File: src/rtl/zse_pkg.sv
package zse_pkg;
   typedef enum logic [1:0] {
      OP_INVAL = 2'd0,
      OP_FLUSH = 2'd1,
      OP_SYNC  = 2'd2,
      OP_RSVD  = 2'd3
   } zse_op_e;

   typedef enum logic [2:0] {
      ST_IDLE  = 3'd0,
      ST_READ  = 3'd1,
      ST_CHECK = 3'd2,
      ST_WBACK = 3'd3,
      ST_WRITE = 3'd4,
      ST_NEXT  = 3'd5
   } zse_state_e;
endpackage

File: src/rtl/zse_cmd_ctrl.sv
module zse_cmd_ctrl
   import zse_pkg::*;
(
   input  logic       clk,
   input  logic       rst_n,
   input  logic       cmd_go,
   input  logic [1:0] cmd_op,
   input  logic       done_clr,
   input  logic       err_clr,
   input  logic       irq_en,
   input  logic       finish,
   output logic       busy,
   output logic       done,
   output logic       err,
   output logic       irq,
   output logic       start
);
   logic busy_q, done_q, err_q, reject;

   assign start  = cmd_go && !busy_q && (cmd_op != OP_RSVD);
   assign reject = cmd_go && !start;

   always_ff @(posedge clk) begin
      if (!rst_n) begin
         busy_q <= 1'b0;
         done_q <= 1'b0;
         err_q  <= 1'b0;
      end else begin
         if (start)       busy_q <= 1'b1;
         else if (finish) busy_q <= 1'b0;
         // completion wins over a simultaneous clear
         if (finish)        done_q <= 1'b1;
         else if (done_clr) done_q <= 1'b0;
         if (reject)        err_q <= 1'b1;
         else if (err_clr)  err_q <= 1'b0;
      end
   end

   assign busy = busy_q;
   assign done = done_q;
   assign err  = err_q;
   assign irq  = done_q & irq_en;

   AST_BUSY_REJECT: assert property (@(posedge clk) disable iff (!rst_n)
      cmd_go && busy_q |=> err_q && busy_q);
   AST_BAD_OP_REJECT: assert property (@(posedge clk) disable iff (!rst_n)
      cmd_go && !busy_q && cmd_op == OP_RSVD |=> err_q && !busy_q);
   AST_DONE_STICKY: assert property (@(posedge clk) disable iff (!rst_n)
      done_q && !done_clr |=> done_q);
   AST_FINISH_SETS_DONE: assert property (@(posedge clk) disable iff (!rst_n)
      finish |=> done_q && !busy_q);
endmodule

File: src/rtl/zse_walker.sv
module zse_walker #(
   parameter int N_SETS = 16,
   parameter int N_WAYS = 8,
   localparam int IDX_W = $clog2(N_SETS),
   localparam int WAY_W = $clog2(N_WAYS)
) (
   input  logic             clk,
   input  logic             rst_n,
   input  logic             clear,
   input  logic             step,
   output logic [IDX_W-1:0] idx,
   output logic [WAY_W-1:0] way,
   output logic             last
);
   localparam logic [IDX_W-1:0] IDX_MAX = IDX_W'(N_SETS - 1);
   localparam logic [WAY_W-1:0] WAY_MAX = WAY_W'(N_WAYS - 1);

   if (N_SETS < 2) begin : g_bad_sets
      $error("zse_walker: N_SETS must be at least 2");
   end
   if (N_WAYS < 2) begin : g_bad_ways
      $error("zse_walker: N_WAYS must be at least 2");
   end

   logic [IDX_W-1:0] idx_q;
   logic [WAY_W-1:0] way_q;
   logic             way_wrap;

   // a power-of-two way count wraps on its own; other counts compare
   if ((1 << WAY_W) == N_WAYS) begin : g_way_pow2
      assign way_wrap = &way_q;
   end else begin : g_way_cmp
      assign way_wrap = (way_q == WAY_MAX);
   end

   always_ff @(posedge clk) begin
      if (!rst_n || clear) begin
         idx_q <= '0;
         way_q <= '0;
      end else if (step) begin
         if (way_wrap) begin
            way_q <= '0;
            idx_q <= (idx_q == IDX_MAX) ? '0 : idx_q + 1'b1;
         end else begin
            way_q <= way_q + 1'b1;
         end
      end
   end

   assign idx  = idx_q;
   assign way  = way_q;
   assign last = (idx_q == IDX_MAX) && way_wrap;

   AST_WALK_ORDER: assert property (@(posedge clk) disable iff (!rst_n)
      step && !clear && !way_wrap |=> idx == $past(idx) && way == $past(way) + 1'b1);
endmodule

File: src/rtl/zse_chunk_find.sv
module zse_chunk_find #(
   parameter int N_FS = 16,
   parameter int BL_W = 3,
   localparam int FS_W  = $clog2(N_FS),
   localparam int POS_W = FS_W + 1
) (
   input  logic [N_FS-1:0]  dirty,
   input  logic [POS_W-1:0] pos,
   input  logic [BL_W-1:0]  blog,
   output logic             found,
   output logic [FS_W-1:0]  first,
   output logic [POS_W-1:0] size
);
   if ((1 << FS_W) != N_FS) begin : g_bad_fs
      $error("zse_chunk_find: N_FS must be a power of two");
   end
   if ((1 << BL_W) - 1 < FS_W) begin : g_bad_bl
      $error("zse_chunk_find: BL_W too narrow for the line size");
   end

   logic [BL_W-1:0] beff;
   logic [FS_W-1:0] lowest;
   logic [FS_W-1:0] mask;

   assign beff = (blog > BL_W'(FS_W)) ? BL_W'(FS_W) : blog;
   assign size = POS_W'(1) << beff;
   assign mask = FS_W'(size - 1'b1);

   always_comb begin
      found  = 1'b0;
      lowest = '0;
      for (int f = N_FS - 1; f >= 0; f--) begin
         if (dirty[f] && (f >= int'(pos))) begin
            found  = 1'b1;
            lowest = FS_W'(f);
         end
      end
   end

   assign first = lowest & ~mask;
endmodule

File: src/rtl/zone_sweep_engine.sv
module zone_sweep_engine
   import zse_pkg::*;
#(
   parameter int N_SETS = 16,
   parameter int N_WAYS = 8,
   parameter int N_FS   = 16,
   parameter int TAG_W  = 12,
   parameter int TASK_W = 8,
   parameter int BL_W   = 3,
   localparam int IDX_W  = $clog2(N_SETS),
   localparam int WAY_W  = $clog2(N_WAYS),
   localparam int FS_W   = $clog2(N_FS),
   localparam int LINE_W = TAG_W + IDX_W,
   localparam int POS_W  = FS_W + 1
) (
   input  logic                   clk,
   input  logic                   rst_n,
   input  logic                   cmd_go,
   input  logic [1:0]             cmd_op,
   input  logic [LINE_W-1:0]      cmd_zone_lo,
   input  logic [LINE_W-1:0]      cmd_zone_hi,
   input  logic [TASK_W-1:0]      cmd_task,
   input  logic [BL_W-1:0]        cmd_burst_log2,
   input  logic                   done_clr,
   input  logic                   err_clr,
   input  logic                   irq_en,
   output logic                   busy,
   output logic                   done,
   output logic                   err,
   output logic                   irq,
   input  logic                   core_lookup,
   output logic                   tag_ce,
   output logic                   tag_we,
   output logic [IDX_W-1:0]       tag_idx,
   output logic [WAY_W-1:0]       tag_way,
   output logic                   tag_wvalid,
   output logic [N_FS-1:0]        tag_wdirty,
   input  logic                   tag_rvalid,
   input  logic [TAG_W-1:0]       tag_rtag,
   input  logic [TASK_W-1:0]      tag_rtask,
   input  logic [N_FS-1:0]        tag_rdirty,
   output logic                   wb_valid,
   input  logic                   wb_ready,
   output logic [LINE_W+FS_W-1:0] wb_addr,
   output logic [POS_W-1:0]       wb_len
);
   if (TAG_W < 1 || TASK_W < 1) begin : g_bad_fields
      $error("zone_sweep_engine: tag and task widths must be positive");
   end

   zse_state_e        st_q, st_d;
   zse_op_e           op_q;
   logic [LINE_W-1:0] lo_q, hi_q;
   logic [TASK_W-1:0] task_q;
   logic [BL_W-1:0]   blog_q;
   logic [TAG_W-1:0]  tag_q;
   logic [N_FS-1:0]   dirty_q;
   logic [POS_W-1:0]  pos_q;

   logic              start, finish, step, last;
   logic [IDX_W-1:0]  idx;
   logic [WAY_W-1:0]  way;
   logic [LINE_W-1:0] line_rd;
   logic              hit;
   logic              ch_found;
   logic [FS_W-1:0]   ch_first;
   logic [POS_W-1:0]  ch_size;

   zse_cmd_ctrl u_ctrl (
      .clk      (clk),
      .rst_n    (rst_n),
      .cmd_go   (cmd_go),
      .cmd_op   (cmd_op),
      .done_clr (done_clr),
      .err_clr  (err_clr),
      .irq_en   (irq_en),
      .finish   (finish),
      .busy     (busy),
      .done     (done),
      .err      (err),
      .irq      (irq),
      .start    (start)
   );

   zse_walker #(.N_SETS(N_SETS), .N_WAYS(N_WAYS)) u_walk (
      .clk   (clk),
      .rst_n (rst_n),
      .clear (start),
      .step  (step),
      .idx   (idx),
      .way   (way),
      .last  (last)
   );

   zse_chunk_find #(.N_FS(N_FS), .BL_W(BL_W)) u_chunk (
      .dirty (dirty_q),
      .pos   (pos_q),
      .blog  (blog_q),
      .found (ch_found),
      .first (ch_first),
      .size  (ch_size)
   );

   // entry qualification on the registered read data
   assign line_rd = {tag_rtag, idx};
   assign hit     = tag_rvalid && (tag_rtask == task_q) &&
                    (line_rd >= lo_q) && (line_rd <= hi_q);

   always_comb begin
      st_d = st_q;
      unique case (st_q)
         ST_IDLE:  if (start) st_d = ST_READ;
         ST_READ:  if (!core_lookup) st_d = ST_CHECK;
         ST_CHECK: begin
            if (!hit)                  st_d = ST_NEXT;
            else if (op_q == OP_INVAL) st_d = ST_WRITE;
            else if (|tag_rdirty)      st_d = ST_WBACK;
            else if (op_q == OP_FLUSH) st_d = ST_WRITE;
            else                       st_d = ST_NEXT;
         end
         ST_WBACK: if (!ch_found) st_d = ST_WRITE;
         ST_WRITE: if (!core_lookup) st_d = ST_NEXT;
         ST_NEXT:  st_d = last ? ST_IDLE : ST_READ;
         default:  st_d = ST_IDLE;
      endcase
   end

   assign finish = (st_q == ST_NEXT) && last;
   assign step   = (st_q == ST_NEXT) && !last;

   always_ff @(posedge clk) begin
      if (!rst_n) begin
         st_q    <= ST_IDLE;
         op_q    <= OP_INVAL;
         lo_q    <= '0;
         hi_q    <= '0;
         task_q  <= '0;
         blog_q  <= '0;
         tag_q   <= '0;
         dirty_q <= '0;
         pos_q   <= '0;
      end else begin
         st_q <= st_d;
         if (start) begin
            op_q   <= zse_op_e'(cmd_op);
            lo_q   <= cmd_zone_lo;
            hi_q   <= cmd_zone_hi;
            task_q <= cmd_task;
            blog_q <= cmd_burst_log2;
         end
         if (st_q == ST_CHECK) begin
            tag_q   <= tag_rtag;
            dirty_q <= tag_rdirty;
            pos_q   <= '0;
         end else if (st_q == ST_WBACK && ch_found && wb_ready) begin
            pos_q <= POS_W'(ch_first) + ch_size;
         end
      end
   end

   // tag port: yields to the core, retries the same entry
   assign tag_ce     = ((st_q == ST_READ) || (st_q == ST_WRITE)) && !core_lookup;
   assign tag_we     = (st_q == ST_WRITE);
   assign tag_idx    = idx;
   assign tag_way    = way;
   assign tag_wvalid = (op_q == OP_SYNC);
   assign tag_wdirty = '0;

   // write-back request port
   assign wb_valid = (st_q == ST_WBACK) && ch_found;
   assign wb_addr  = {tag_q, idx, ch_first};
   assign wb_len   = ch_size;

   AST_RETRY_SAME: assert property (@(posedge clk) disable iff (!rst_n)
      busy && (st_q == ST_READ || st_q == ST_WRITE) && core_lookup
      |=> $stable(tag_idx) && $stable(tag_way));
   AST_WB_HOLD: assert property (@(posedge clk) disable iff (!rst_n)
      wb_valid && !wb_ready |=> wb_valid && $stable(wb_addr) && $stable(wb_len));
   AST_WB_ALIGNED: assert property (@(posedge clk) disable iff (!rst_n)
      wb_valid |-> (wb_addr[FS_W-1:0] & FS_W'(wb_len - 1'b1)) == '0);
   AST_INV_SILENT: assert property (@(posedge clk) disable iff (!rst_n)
      busy && op_q == OP_INVAL |-> !wb_valid);
   AST_IDLE_QUIET: assert property (@(posedge clk) disable iff (!rst_n)
      !busy |-> !tag_ce && !wb_valid);
   AST_DONE_WITH_END: assert property (@(posedge clk) disable iff (!rst_n)
      $rose(done) |-> $fell(busy));
endmodule

File: config.mk
export PLATFORM = sky130hd
export DESIGN_NAME = zone_sweep_engine
export DESIGN_NICKNAME = d
export VERILOG_FILES = /design/src/rtl/zse_pkg.sv /design/src/rtl/zse_cmd_ctrl.sv /design/src/rtl/zse_walker.sv /design/src/rtl/zse_chunk_find.sv /design/src/rtl/zone_sweep_engine.sv
export SDC_FILE = /design/constraint.sdc
export NUM_CORES = 1
export LEC_CHECK = 0
export BUFFER_PORTS_ARGS = -buffer_cell sky130_fd_sc_hd__buf_2
export CORE_ASPECT_RATIO = 0.5
export CORE_UTILIZATION = 30
export DETAILED_ROUTE_END_ITERATION = 12
export GPL_TIMING_DRIVEN = 0
export PLACE_DENSITY = 0.56
export SYNTH_ARGS = -nofsm -noshare
export SYNTH_HDL_FRONTEND = slang
export SYNTH_SLANG_ARGS = --single-unit
File: constraint.sdc
create_clock -name clk -period 5.4 [get_ports clk]
set_input_delay 0.27 -clock clk [delete_from_list [all_inputs] [get_ports clk]]
set_output_delay 0.27 -clock clk [all_outputs]
set_load 0.1 [all_outputs]
== Yosys cells after proc, flatten, opt, wreduce, memory -nomap -nowiden ==
Index checks and enable logic that the tools add are counted.
Word-level totals
  input port bits: 90
  register bits after elaboration: 91
Cells by class
  shift operators: 1
  bitwise operators: 4
  multiplexer cells: 51
  reductions and logical operators: 45
  order comparisons: 19
  eq/ne operators: 14
  add/subtract/negate cells: 4
Operators with widths (number)
  2-to-1 mux 4 bit: 17
  greater-or-equal comparator 4 x 5 -> 1 bit, first input constant: 8
  logical AND 1 bit: 28
  2-to-1 mux 3 bit: 9
  2-to-1 mux 1 bit: 24
  greater-or-equal comparator 3 x 5 -> 1 bit, first input constant: 4
  case mux 3 bit (6 select lines): 1
  greater-or-equal comparator 16 bit: 1
  less-or-equal comparator 16 bit: 1
  OR reduction 16 bit: 1
  greater-or-equal comparator 1 x 5 -> 1 bit, first input constant: 2
  greater-or-equal comparator 2 x 5 -> 1 bit, first input constant: 2
  equality test 8 bit: 1
  != test 2 bit, second input constant: 4
  AND reduction 4 bit: 2
  equality test 3 x 2 -> 1 bit, second input constant: 2
  equality test 3 bit, second input constant: 2
  nonzero test 2 bit: 3
  adder 4 x 5 -> 5 bit: 1
  logical NOT 1 bit: 5
  << shifter 1 x 3 -> 5 bit, first input constant: 1
  adder 4 x 1 -> 4 bit, second input constant: 1
  bitwise AND 4 bit: 1
  equality test 4 bit, second input constant: 1
  other kinds (15): 16

== Logic depth before layout (Yosys ltp) ==
  depth after elaboration: 20
  gate-level depth with buffers: 13

== By module ==
A second synthesis with hierarchy kept.
Second synthesis, totals
  cell total of the unflattened synthesis: 627
  area, all modules: 5293.8 µm²
Modules (own cells, without submodules)
  zone_sweep_engine: instances 1, cells each 495, area an instance 4211.5 µm²
  zse_chunk_find: instances 1, cells each 83, area an instance 599.3 µm²
  zse_walker: instances 1, cells each 36, area an instance 349.1 µm²
  zse_cmd_ctrl: instances 1, cells each 13, area an instance 133.9 µm²

== Worst setup path after synthesis ==
OpenSTA, ideal clock, no wires.
  path kind: reg-to-reg
  start point: register blog_q[1]
  end point: register pos_q[2]
  data required time: 5282 ps
  arrival: 4266 ps
  clock period less this slack: 4384 ps
  buffers on the path: 1
  setup slack: 1016 ps
  cell stages (with the launch flop): 8
  path through: dfxtp_1 clkbuf_1 nor3_1 and2_1 ha_1 a31o_1 xnor2_1 o2111a_1
Between the ends
  cells in the longest elaborated chain, start to end: 7
Ends and longest elaborated chain
  start, declared: line zone_sweep_engine.sv:55  | logic [BL_W-1:0] blog_q;
  start signal, assigned: line zone_sweep_engine.sv:149  | blog_q <= cmd_burst_log2;
  greater-than comparator 3 bit: line zse_chunk_find.sv:25  | assign beff = (blog > BL_W'(FS_W)) ? BL_W'(FS_W) : blog;
  2-to-1 mux 3 bit *: line zse_chunk_find.sv:25
  << shifter 1 x 3 -> 5 bit *: line zse_chunk_find.sv:26  | assign size = POS_W'(1) << beff;
  net wb_len[0]: line zone_sweep_engine.sv:45  | output logic [POS_W-1:0] wb_len
  subtractor 4 x 1 -> 4 bit *: line zse_chunk_find.sv:27  | assign mask = FS_W'(size - 1'b1);
  inverter 4 bit *: line zse_chunk_find.sv:40  | assign first = lowest & ~mask;
  bitwise AND 4 bit *: line zse_chunk_find.sv:40
  net wb_addr[0]: line zone_sweep_engine.sv:44  | output logic [LINE_W+FS_W-1:0] wb_addr,
  adder 4 x 5 -> 5 bit *: line zone_sweep_engine.sv:156  | pos_q <= POS_W'(ch_first) + ch_size;
  end signal, assigned: line zone_sweep_engine.sv:156
  end, declared: line zone_sweep_engine.sv:58  | logic [POS_W-1:0] pos_q;
Mark *: on every way through the listed nets, which the timed path passes. The rest lies on a longest branch.
A chain may end at the register's enable or synchronous reset.

== Worst setup path after layout ==
  start point: register pos_q[1]
  end point: output wb_addr[0]
Between the ends
  cells in the longest elaborated chain, start to end: 19
  elaborated cells on any way between the ends: 49
Ends and longest elaborated chain
  greater-or-equal comparator 4 x 5 -> 1 bit: line zse_chunk_find.sv:33  | if (dirty[f] && (f >= int'(pos))) begin
  logical AND 1 bit: line zse_chunk_find.sv:33
  2-to-1 mux 4 bit (15 in a row): line zse_chunk_find.sv:33
  2-to-1 mux 4 bit *: line zse_chunk_find.sv:33
  bitwise AND 4 bit *: line zse_chunk_find.sv:40
  end, declared: line zone_sweep_engine.sv:44
Every way passes the cells marked *; elsewhere a longest branch is shown, timed or not.

==> results.yml <==
critical_path:
  rr_worst_depth: 12
  path_class: "reg -> out"
  worstPathRequired_ps: 5130
  reg2reg_slack_ps: 2580
  endpoint_kind: "output pin"
  r2r_end: "pos_q[2]$_SDFFE_PP0P_"
  critPathArrivalTime_ps: 2760
  r2r-start: "pos_q[1]$_SDFFE_PP0P_"
  critPathLaunchType: "flip-flop"
  crit_fanout: 10
timing:
  holdWs_ps: 159
  tightest_slew_ps: 671
  post-route-period-util_pct: 56.0
  setup_violations: 0
  relSlewSlack_pct: 54.8
  rsz0062_at_grt: "no"
  maxSlewViolCount: 0
  fin_skew_ps: 11.9
  final.setup.tns_ps: 0
  max_freq_mhz: 330
  fin_crit_ps: 3030
  hold_violations: 0
global_route:
  antenna_found_initial: 0
  grt.busiest_layer: "met2"
  grtUsageMet1_pct: 23.5
  gr-usage-met3_pct: 3.50
  grt_pass1_vias: 4888
  met2_usage_pct: 28.0
  grt_max_degree: 17
  grt.overflow.total: 0
  grt_pass1_wl_microns: 25300
  track_usage_pct: 17.3
clocking:
  cts_resized: 0
  cts_root_buf: "clkbuf_16"
  cts-buffers-inserted: 9
  clkTransAtPathRegs_ps: 70
  cts_setup_buffers: 0
  cts_hold_buf: 0
  h-tree-depth: 3
  clock_tree.buffer_depth: 2
  cts_tree: "yes"
  cts.sinks: 91
  clock_latency_ps: 350
floorplanning:
  io_pins: 146
  start_util_pct: 31.1
  core_area_sq_um: 17600
  dieArea_sq_um: 18800
  die_y_microns: 97.4
  die_w_microns: 193
  rows: 34
worst_hold_path:
  min_path_type: "in -> reg"
  hold_end: "lo_q[4]$_SDFFE_PN0P_"
  holdPathStages: 3
  worstHoldStart: "cmd_zone_lo[4]"
routing:
  finalWirelength_microns: 15700
  ant_nets: 0
  drt_first_pass_iters: 9
  wl_per_cell_microns: 14.5
  drc: 10
  drt-vias-per-instance: 4.78
  drt_iter0_drc: 288
  via_count: 5196
place:
  place_hpwl_microns: 12700
  gp_congestion: 0.854
  portBuffers: 129
final_layout:
  diodes: 0
  nNetsFinal: 976
  syn_to_final_growth_pct: 24.1
  drive_above_1_share_pct: 21.7
  fill_cells: 1917
power_and_ir_drop:
  switchingPower_uw: 602
  leakage_nw: 2.84
  powerDensity_nw_per_um2: 269
  ir_drop_mv: 0.150
  intPower_mw: 1.22
  switching_share_pct: 33.0
  clockPowerShare_pct: 37.3
  p_seq_share_pct: 39.3
  comb_power_share_pct: 23.4
flow_run:
  maxCapViolations: 0
logic_synthesis:
  synth_seq_cells: 91
  synth_area_per_cell_sq_um: 7.87
  yosysSeqAreaShare_pct: 33.4
  mappedNetlistArea_sq_um: 5460
  postSynthCellCount: 694
  ys_types: 68
  synth_edf_count: 0
  synth-async-reset-ratio_pct: 0
  yosysWarnings: 0
  ys.flop_type: "dfxtp_1"
status:
  failed_checks: "design-rule violations"
  status: "finished with violations"
## area by class of cell
cell class                      instances  area (sq um)  area share, %
Timing Repair Buffer                  129           646           9.53
Buffer                                 58           315           4.65
Tap cell                              234           293           4.32
Inverter                               43           161           2.38
Clock buffer                           11           253           3.73
Clock inverter                          5          66.3          0.979
Multi-Input combinational cell        517          3220           47.5
Sequential cell                        91          1820           26.9
## cell usage after synthesis (2+ instances only)
library cell	instances	share of area, %
nand2_1	168	12
dfxtp_1	91	33
a21boi_0	78	11
inv_1	43	3.0
ha_1	37	8.5
clkbuf_1	28	1.9
nor2_1	25	1.7
a21oi_1	21	1.9
buf_4	20	2.7
o21ai_0	12	1.1
nand4_1	10	1.1
nor3_1	10	0.92
nand2b_1	9	1.0
nand3_1	9	0.82
and2_1	8	0.92
nor2b_1	8	0.92
xor2_1	8	1.3
a21o_1	7	0.96
nor4_1	7	0.80
o211ai_1	6	0.82
o21a_1	6	0.82
a211oi_1	5	0.69
mux2i_1	5	0.92
buf_1	4	0.27
xnor2_1	4	0.64
a2bb2oi_1	3	0.48
buf_2	3	0.27
o2111ai_1	3	0.48
o21ai_1	3	0.27
o22ai_1	3	0.34
o31ai_1	3	0.41
or3_1	3	0.34
a211o_1	2	0.32
a31o_2	2	0.32
and3_1	2	0.23
buf_6	2	0.41
nand3b_1	2	0.27
o2bb2ai_1	2	0.32
or2_2	2	0.23
or4_1	2	0.27
## logic make-up (layout without fill, tap and decap cells)
family	count (synthesis)	after routing	synth area share, %
simple gates	269	269	22.1
mux	5	5	0.916
fa+ha+maj	37	37	8.48
compound gates	178	178	24.5
flops	91	91	33.4
other cells	1	16	0.0687
buf+inv	101	246	8.73
xor+xnor	12	12	1.92
## critical path, stage by stage, from the launching register on
cell	delay (ps)
dfxtp_1	320
buf_2	240
clkbuf_1	350
a21o_2	190
nand2_1	50
a32o_1	250
o211ai_1	190
a31o_2	230
and2_1	160
buf_2	430
## registers in the layout, summed over array words and instances, names as in the netlist
name and count:
u_walk.idx 4, u_ctrl.err 1, blog_q 3, task_q 8, hi_q 16, u_ctrl.done 1, u_walk.way 3, pos_q 5
dirty_q 16, st_q 3, tag_q 12, op_q 2, lo_q 16, u_ctrl.busy 1
## through the flow
stage	worst slack [ps]	power, mW	utilization, %	area (sq um)	cells
6_report	2370	1.82	38.6	6780	1088
5_1_grt	2240	1.91	38.6	6780	1088
4_1_cts	2340	1.84	38.6	6780	1088
3_5_place_dp	2590	1.16	36.7	6460	1072
3_3_place_gp	2590	1.15	36.7	6460	1072
2_1_floorplan	1020	1.05	-	5520	709
## metal layers
layer / wire length [microns] / share of wire [%] / up-vias
met5: 0 / 0 / -
met4: 124 / 0.79 / 0
met3: 742 / 4.7 / 11
met2: 7380 / 47 / 113
met1: 7500 / 48 / 2416
li1: - / - / 2656
## worst max-delay path by stage
stage | cells after the start | end | slack, ps | from
detailed placement | 12 | pos_q[2]$_SDFFE_PP0P_ | 2590 | pos_q[1]$_SDFFE_PP0P_
global route | 9 | wb_addr[0] | 2240 | pos_q[1]$_SDFFE_PP0P_
finish | 9 | wb_addr[0] | 2370 | pos_q[1]$_SDFFE_PP0P_
global placement | 12 | pos_q[2]$_SDFFE_PP0P_ | 2590 | pos_q[1]$_SDFFE_PP0P_
CTS | 9 | wb_addr[0] | 2340 | pos_q[1]$_SDFFE_PP0P_
floorplan | 7 | pos_q[2]$_SDFFE_PP0P_ | 1020 | blog_q[1]$_SDFFE_PN0P_
## layout by cell type (no fill, tap or decap), types with 9 or more instances in the layout
master / count
a21boi_0: 78
a21oi_1: 21
buf_2: 132
buf_4: 20
clkbuf_1: 28
clkbuf_16: 9
conb_1: 16
dfxtp_1: 91
ha_1: 37
inv_1: 43
nand2_1: 168
nand2b_1: 9
nand3_1: 9
nand4_1: 10
nor2_1: 25
nor3_1: 10
o21ai_0: 12
## power by group through the flow
stage / combinational, mW / sequential (mW) / clock [mW]
floorplan: 0.295 / 0.753 / 0
global placement: 0.423 / 0.730 / 0
detailed placement: 0.428 / 0.732 / 0
CTS: 0.430 / 0.716 / 0.695
global route: 0.467 / 0.720 / 0.721
finish: 0.427 / 0.716 / 0.680
No activity file was read; power rests on OpenSTA's default activity.
